`src/rtl/irq_entry_pkg.sv`:
```
package irq_entry_pkg;
  localparam int ADDR_W    = 16;
  localparam int DATA_W    = 8;
  localparam int FL_I      = 2;
  localparam int FL_B      = 4;
  localparam int FL_U      = 5;
  localparam int ENTRY_CYC = 7;

  localparam logic [7:0]        STACK_PAGE = 8'h01;
  localparam logic [ADDR_W-1:0] VEC_NMI    = 16'hFFFA;
  localparam logic [ADDR_W-1:0] VEC_RST    = 16'hFFFC;
  localparam logic [ADDR_W-1:0] VEC_IRQ    = 16'hFFFE;

  typedef enum logic [2:0] {
    ST_IDLE, ST_PUSH_HI, ST_PUSH_LO, ST_PUSH_P,
    ST_VEC_LO, ST_VEC_HI, ST_VEC_WAIT, ST_FINISH
  } seq_state_t;

  typedef enum logic [1:0] {K_NONE, K_NMI, K_IRQ, K_RESET} entry_kind_t;
endpackage

```
`src/rtl/irq_entry_req.sv`:
```
module irq_entry_req import irq_entry_pkg::*; #(
  parameter int SRC_W = 4
) (
  input  logic             clk,
  input  logic             rst,
  input  logic [SRC_W-1:0] lvl_set_i,
  input  logic [SRC_W-1:0] lvl_clr_i,
  input  logic             nmi_pulse_i,
  input  logic             tmp_pulse_i,
  input  logic             decide_i,
  input  logic             mask_i,
  input  logic             jam_i,
  output logic             take_nmi_o,
  output logic             take_irq_o
);
  logic [SRC_W-1:0] lvl_q;
  logic             nmi_q, tmp_q, irq_pend;

  // level sources: set has priority over clear on the same bit
  always_ff @(posedge clk) begin
    if (rst) begin
      lvl_q <= '0;
    end else begin
      for (int i = 0; i < SRC_W; i++) begin
        if (lvl_set_i[i])      lvl_q[i] <= 1'b1;
        else if (lvl_clr_i[i]) lvl_q[i] <= 1'b0;
      end
    end
  end

  // one-shot requests are dropped at every idle boundary; a new pulse survives
  always_ff @(posedge clk) begin
    if (rst) begin
      nmi_q <= 1'b0;
      tmp_q <= 1'b0;
    end else begin
      nmi_q <= nmi_pulse_i | (nmi_q & ~decide_i);
      tmp_q <= tmp_pulse_i | (tmp_q & ~decide_i);
    end
  end

  assign irq_pend   = tmp_q | (|lvl_q);
  assign take_nmi_o = decide_i & nmi_q & ~jam_i;
  assign take_irq_o = decide_i & ~nmi_q & irq_pend & ~mask_i & ~jam_i;
endmodule

```
`src/rtl/irq_entry_fsm.sv`:
```
module irq_entry_fsm import irq_entry_pkg::*; (
  input  logic       clk,
  input  logic       rst,
  input  logic       start_i,
  output seq_state_t state_o
);
  seq_state_t st_q, st_d;

  always_comb begin
    st_d = st_q;
    case (st_q)
      ST_IDLE:     if (start_i) st_d = ST_PUSH_HI;
      ST_PUSH_HI:  st_d = ST_PUSH_LO;
      ST_PUSH_LO:  st_d = ST_PUSH_P;
      ST_PUSH_P:   st_d = ST_VEC_LO;
      ST_VEC_LO:   st_d = ST_VEC_HI;
      ST_VEC_HI:   st_d = ST_VEC_WAIT;
      ST_VEC_WAIT: st_d = ST_FINISH;
      ST_FINISH:   st_d = ST_IDLE;
      default:     st_d = ST_IDLE;
    endcase
  end

  // reset enters the fetch half of the sequence directly
  always_ff @(posedge clk) begin
    if (rst) st_q <= ST_VEC_LO;
    else     st_q <= st_d;
  end

  assign state_o = st_q;
endmodule

```
`src/rtl/irq_entry_seq.sv`:
```
module irq_entry_seq import irq_entry_pkg::*; #(
  parameter int         SRC_W   = 4,
  parameter logic [7:0] SP_INIT = 8'hFD,
  parameter int         CYC_W   = 4
) (
  input  logic              clk,
  input  logic              rst,
  input  logic              boundary_i,
  input  logic [SRC_W-1:0]  lvl_set_i,
  input  logic [SRC_W-1:0]  lvl_clr_i,
  input  logic              nmi_pulse_i,
  input  logic              tmp_pulse_i,
  input  logic              jam_i,
  input  logic              pc_ld_i,
  input  logic [15:0]       pc_din_i,
  input  logic              p_ld_i,
  input  logic [7:0]        p_din_i,
  output logic [15:0]       mem_addr_o,
  output logic              mem_we_o,
  output logic              mem_re_o,
  output logic [7:0]        mem_wdata_o,
  input  logic [7:0]        mem_rdata_i,
  output logic [15:0]       pc_o,
  output logic [7:0]        sp_o,
  output logic [7:0]        status_o,
  output logic              busy_o,
  output logic              done_o,
  output logic [1:0]        kind_o,
  output logic [CYC_W-1:0]  cycles_o
);
  localparam logic [DATA_W-1:0] I_BIT      = DATA_W'(1) << FL_I;
  localparam logic [DATA_W-1:0] B_BIT      = DATA_W'(1) << FL_B;
  localparam logic [DATA_W-1:0] U_BIT      = DATA_W'(1) << FL_U;
  localparam logic [CYC_W-1:0]  ENTRY_COST = CYC_W'(ENTRY_CYC);

  seq_state_t        state;
  entry_kind_t       kind_q;
  logic [ADDR_W-1:0] pc_q, vec_q;
  logic [DATA_W-1:0] sp_q, p_q, push_status;
  logic              pi_q, jam_q;
  logic              decide, take_nmi, take_irq;

  assign decide = boundary_i & (state == ST_IDLE);

  irq_entry_req #(.SRC_W(SRC_W)) u_req (
    .clk(clk), .rst(rst), .lvl_set_i(lvl_set_i), .lvl_clr_i(lvl_clr_i),
    .nmi_pulse_i(nmi_pulse_i), .tmp_pulse_i(tmp_pulse_i), .decide_i(decide),
    .mask_i(pi_q), .jam_i(jam_q), .take_nmi_o(take_nmi), .take_irq_o(take_irq)
  );

  irq_entry_fsm u_fsm (
    .clk(clk), .rst(rst), .start_i(take_nmi | take_irq), .state_o(state)
  );

  assign push_status = (p_q & ~B_BIT) | U_BIT;

  always_ff @(posedge clk) begin
    if (rst) begin
      pc_q   <= '0;
      sp_q   <= SP_INIT;
      p_q    <= I_BIT;
      pi_q   <= 1'b1;
      jam_q  <= 1'b0;
      kind_q <= K_RESET;
      vec_q  <= VEC_RST;
    end else begin
      if (jam_i) jam_q <= 1'b1;
      case (state)
        ST_IDLE: begin
          if (pc_ld_i) pc_q <= pc_din_i;
          if (p_ld_i)  p_q  <= p_din_i;
          if (take_nmi) begin
            kind_q <= K_NMI;
            vec_q  <= VEC_NMI;
          end else if (take_irq) begin
            kind_q <= K_IRQ;
            vec_q  <= VEC_IRQ;
          end else if (decide) begin
            pi_q <= p_q[FL_I];
          end
        end
        ST_PUSH_HI, ST_PUSH_LO: sp_q <= sp_q - 8'd1;
        ST_PUSH_P: begin
          sp_q <= sp_q - 8'd1;
          p_q  <= (kind_q == K_IRQ) ? ((p_q & ~B_BIT) | I_BIT) : (p_q & ~B_BIT);
        end
        ST_VEC_HI:   pc_q[7:0]  <= mem_rdata_i;
        ST_VEC_WAIT: pc_q[15:8] <= mem_rdata_i;
        ST_FINISH:   pi_q       <= p_q[FL_I];
        default: ;
      endcase
    end
  end

  always_comb begin
    mem_addr_o  = '0;
    mem_wdata_o = '0;
    mem_we_o    = 1'b0;
    mem_re_o    = 1'b0;
    case (state)
      ST_PUSH_HI: begin mem_we_o = 1'b1; mem_addr_o = {STACK_PAGE, sp_q}; mem_wdata_o = pc_q[15:8]; end
      ST_PUSH_LO: begin mem_we_o = 1'b1; mem_addr_o = {STACK_PAGE, sp_q}; mem_wdata_o = pc_q[7:0];  end
      ST_PUSH_P:  begin mem_we_o = 1'b1; mem_addr_o = {STACK_PAGE, sp_q}; mem_wdata_o = push_status; end
      ST_VEC_LO:  begin mem_re_o = 1'b1; mem_addr_o = vec_q; end
      ST_VEC_HI:  begin mem_re_o = 1'b1; mem_addr_o = {vec_q[ADDR_W-1:1], 1'b1}; end
      default: ;
    endcase
  end

  assign pc_o     = pc_q;
  assign sp_o     = sp_q;
  assign status_o = p_q;
  assign busy_o   = (state != ST_IDLE);
  assign done_o   = (state == ST_FINISH);
  assign kind_o   = done_o ? kind_q : K_NONE;
  assign cycles_o = (done_o && kind_q != K_RESET) ? ENTRY_COST : '0;
endmodule

```
`config.mk`:
```
export PLATFORM = sky130hd
export DESIGN_NAME = irq_entry_seq
export DESIGN_NICKNAME = d
export VERILOG_FILES = /design/src/rtl/irq_entry_pkg.sv /design/src/rtl/irq_entry_req.sv /design/src/rtl/irq_entry_fsm.sv /design/src/rtl/irq_entry_seq.sv
export SDC_FILE = /design/constraint.sdc
export NUM_CORES = 1
export LEC_CHECK = 0
export BUFFER_PORTS_ARGS = -buffer_cell sky130_fd_sc_hd__buf_2
export CORE_MARGIN = 3
export CORE_UTILIZATION = 40
export CTS_BUF_LIST = sky130_fd_sc_hd__clkbuf_16
export CTS_CLUSTER_SIZE = 25
export DETAILED_ROUTE_END_ITERATION = 10
export GPL_ROUTABILITY_DRIVEN = 0
export PLACE_DENSITY = 0.7
export SYNTH_ARGS = -nofsm -noshare
export SYNTH_HDL_FRONTEND = slang
export SYNTH_HIERARCHICAL = 1
export SYNTH_SLANG_ARGS = --single-unit
```
`constraint.sdc`:
```
create_clock -name clk -period 3.77 [get_ports clk]
set_input_delay 0.377 -clock clk [delete_from_list [all_inputs] [get_ports clk]]
set_output_delay 0.377 -clock clk [all_outputs]
set_load 0.01 [all_outputs]
```
==> results.json <==
{
  "die_h_um": 83.9,
  "critPathCaptureType": "primary output",
  "required_ns": 3.39,
  "seq_power_share_pct": 40.8,
  "yosysUniqueCellTypes": 50,
  "drv_cap": 0,
  "vdd_drop_max_v": 0.000228,
  "postCtsSetupRepairBufs": 0,
  "nFillCells": 554,
  "grt_pass1_wl_um": 11200,
  "start_kind": "flip-flop",
  "max_slew_margin_pct": 37.9,
  "hold_buffers": 0,
  "holdPathEnd": "jam_q",
  "p_clk_share_pct": 36.5,
  "hold_viol": 0,
  "powerDensity_nw_per_um2": 430,
  "coreArea_um2": 5680,
  "max_freq_ghz": 0.375,
  "via_per_inst": 5.40,
  "seq_area_um2": 921,
  "multi_input_area_um2": 1270,
  "cts_tree": "yes",
  "synth_top_cell_area_share_pct": 37.9,
  "nets": 426,
  "grt_max_degree": 49,
  "cts_max_level": 2,
  "antenna_found_initial": 0,
  "grt_pass1_vias": 2271,
  "p_leak_nw": 1.42,
  "drtIter0Drc": 176,
  "rr_endpoint": "pi_q",
  "die_w_um": 83.9,
  "dp_hpwl_um": 4870,
  "status": "complete, no violations",
  "drc_errors": 0,
  "io_buffer_count": 112,
  "rsz0062_at_grt": "no",
  "ys.flop_type": "dfxtp_1",
  "routed_wl_um": 6680,
  "setup_slack_ns": 1.11,
  "synthesis.nets": 333,
  "crit_fanout": 33,
  "antenna_left": 0,
  "p_sw_uw": 373,
  "reg2reg_slack_ns": 1.41,
  "finalClockSkew_ns": 0.00513,
  "worstHoldStart": "jam_i",
  "fp-row-count": 27,
  "initial_core_util_pct": 42.8,
  "dp_slack_ns": 1.40,
  "cts_root_buf": "clkbuf_16",
  "num_vias": 2429,
  "cts_sinks": 46,
  "yosysTopAreaCell": "dfxtp_1",
  "yosys_warnings": 6,
  "power.share.switching_pct": 27.9,
  "clkTransAtPathRegs_ns": 0.06,
  "ys_seq_area_share_pct": 37.9,
  "overflow": 0,
  "hold_path_depth": 3,
  "syn_area_um2": 2430,
  "drive_above_1_share_pct": 40.5,
  "tns_ns": 0,
  "reg2reg_from": "u_fsm/state_o[0]",
  "syn_area_per_cell_um2": 8.55,
  "netlist_top_cells_area": "dfxtp_1, o221a_2, a31oi_1",
  "clkLatencyLatePin_ns": 0.28,
  "fin_crit_sh_pct": 70.7,
  "syn_inst": 284,
  "worstSetupPathType": "flip-flop to primary output",
  "cts_made_buffers": 5,
  "internal_power_uw": 964,
  "setup_viol": 0,
  "final_util_pct": 54.8,
  "wire_per_inst_um": 14.8,
  "crit_arrival_ns": 2.29,
  "synth-seq-cells": 46,
  "die_area_um2": 7040,
  "r2r_cells": 7,
  "ios": 114,
  "worst_hold_slack_ns": 0.304,
  "worstMarginPinSlew_ns": 0.930,
  "grt_usage_pct": 19.2,
  "combPwrFrac_pct": 22.7,
  "clock_path_buffers": 2,
  "async_flop_share_pct": 0,
  "antenna_cells": 0,
  "final.min_clock_period_ns": 2.66,
  "firstDrtPassIters": 4,
  "hp-class": "input pin to flip-flop",
  "startpoint": "u_fsm/state_o[1]",
  "area_delta_synth_final_pct": 28.0,
  "maxSlewViolCount": 0,
  "synth_edf_count": 0,
  "post_cts_resized": 0
}
==> registers in the layout (all words and copies together) (netlist names), 2 cells and up <==
register / count
u_req/lvl_q: 4
status_o: 8
sp_o: 8
pc_o: 16
u_fsm/state_o: 3
vec_q: 2
==> final cells by class <==
cell class,instances,area share [%]
clock buffers,5,4.03
clock inverters,3,1.29
inverters,20,2.42
multi-input cells,189,41.0
flip-flops and latches,46,29.6
well taps,72,2.90
repair buffers,115,18.8
==> power by group through the flow <==
stage               Clock [mW]  Combinational (mW)  Sequential (mW)
global placement             0               0.303            0.555
CTS                      0.495               0.306            0.545
floorplan                    0               0.196            0.565
global route             0.513               0.336            0.550
finish                   0.488               0.303            0.546
detailed placement           0               0.304            0.556
==> logic make-up (layout without fill, tap and decap cells) <==
group	count (synthesis)	count (layout)	synth area share [%]
compound gates	85	85	25.7
xor+xnor	1	1	0.361
fa+ha+maj	1	1	0.515
buf+inv	49	143	9.59
flops	46	46	37.9
mux	8	8	3.61
other cells	1	1	0.154
simple gates	93	93	22.1
==> Yosys cell counts, types with 3 or more instances <==
library cell  count
a31oi_1          18
mux2_2            6
a21o_1            5
or4_1             3
and3_1            3
buf_2             6
nor3_1            4
nor2b_1           4
inv_1            20
nand2_1          15
buf_4             9
nor2_1           21
dfxtp_1          46
and2_1            4
nand2b_1          5
a21oi_1          20
o21ai_0           9
clkbuf_1         12
nand3b_1          3
nand3_1           8
o221a_2          16
nor4b_1           8
a22oi_1           6
==> critical path, stage by stage (launching register included) <==
cell and delay, ns:
dfxtp_1 0.33, buf_4 0.35, nor2b_1 0.80, a22oi_1 0.22, nor2_1 0.16, buf_2 0.15
==> how the worst max path moves through the flow <==
stage	to	slack [ns]	cells after the start
final	mem_wdata_o[2]	1.11	5
after global routing	mem_wdata_o[2]	0.99	5
after CTS	mem_wdata_o[2]	1.10	5
after detailed placement	pi_q	1.40	7
after global placement	mem_wdata_o[7]	1.50	5
after floorplan	pi_q	1.51	8
==> per-stage QoR <==
stage | power [mW] | cell area, um2 | cells
floorplan | 0.761 | 2430 | 284
global placement | 0.858 | 2940 | 442
detailed placement | 0.860 | 2940 | 442
CTS | 1.35 | 3110 | 450
global route | 1.40 | 3110 | 450
finish | 1.34 | 3110 | 450
==> cell usage in the layout (no fill, tap or decap), types with 2 or more instances in the layout <==
cell type  synthesis  final
nand2_1           15     15
and4_1             2      2
or4_1              3      3
mux2_2             6      6
a31oi_1           18     18
clkbuf_16          0      5
or3_1              2      2
buf_2              6    112
a21o_1             5      5
clkinv_2           0      2
nand2b_1           5      5
buf_4              9      3
o221a_2           16     16
mux2i_1            2      2
and2_1             4      4
nor4b_1            8      8
or4b_1             2      2
nand3b_1           3      3
or3b_2             2      2
and3_1             3      3
inv_1             20     20
nand3_1            8      8
a22oi_1            6      6
o21ai_0            9      9
dfxtp_1           46     46
nor4_1             2      2
nor3_1             4      4
a21oi_1           20     20
nor2b_1            4      4
nor2_1            21     21
==> metal layers <==
layer / wire length (um) / up-vias / share of wire (%) / track usage [%]
li1: - / 1214 / - / -
met1: 3100 / 1121 / 46 / 25.9
met2: 3060 / 90 / 46 / 30.1
met3: 458 / 4 / 6.9 / 5.33
met4: 60 / 0 / 0.90 / 4.97
met5: 0 / - / 0 / 0
Power figures use the tool's default switching activity.
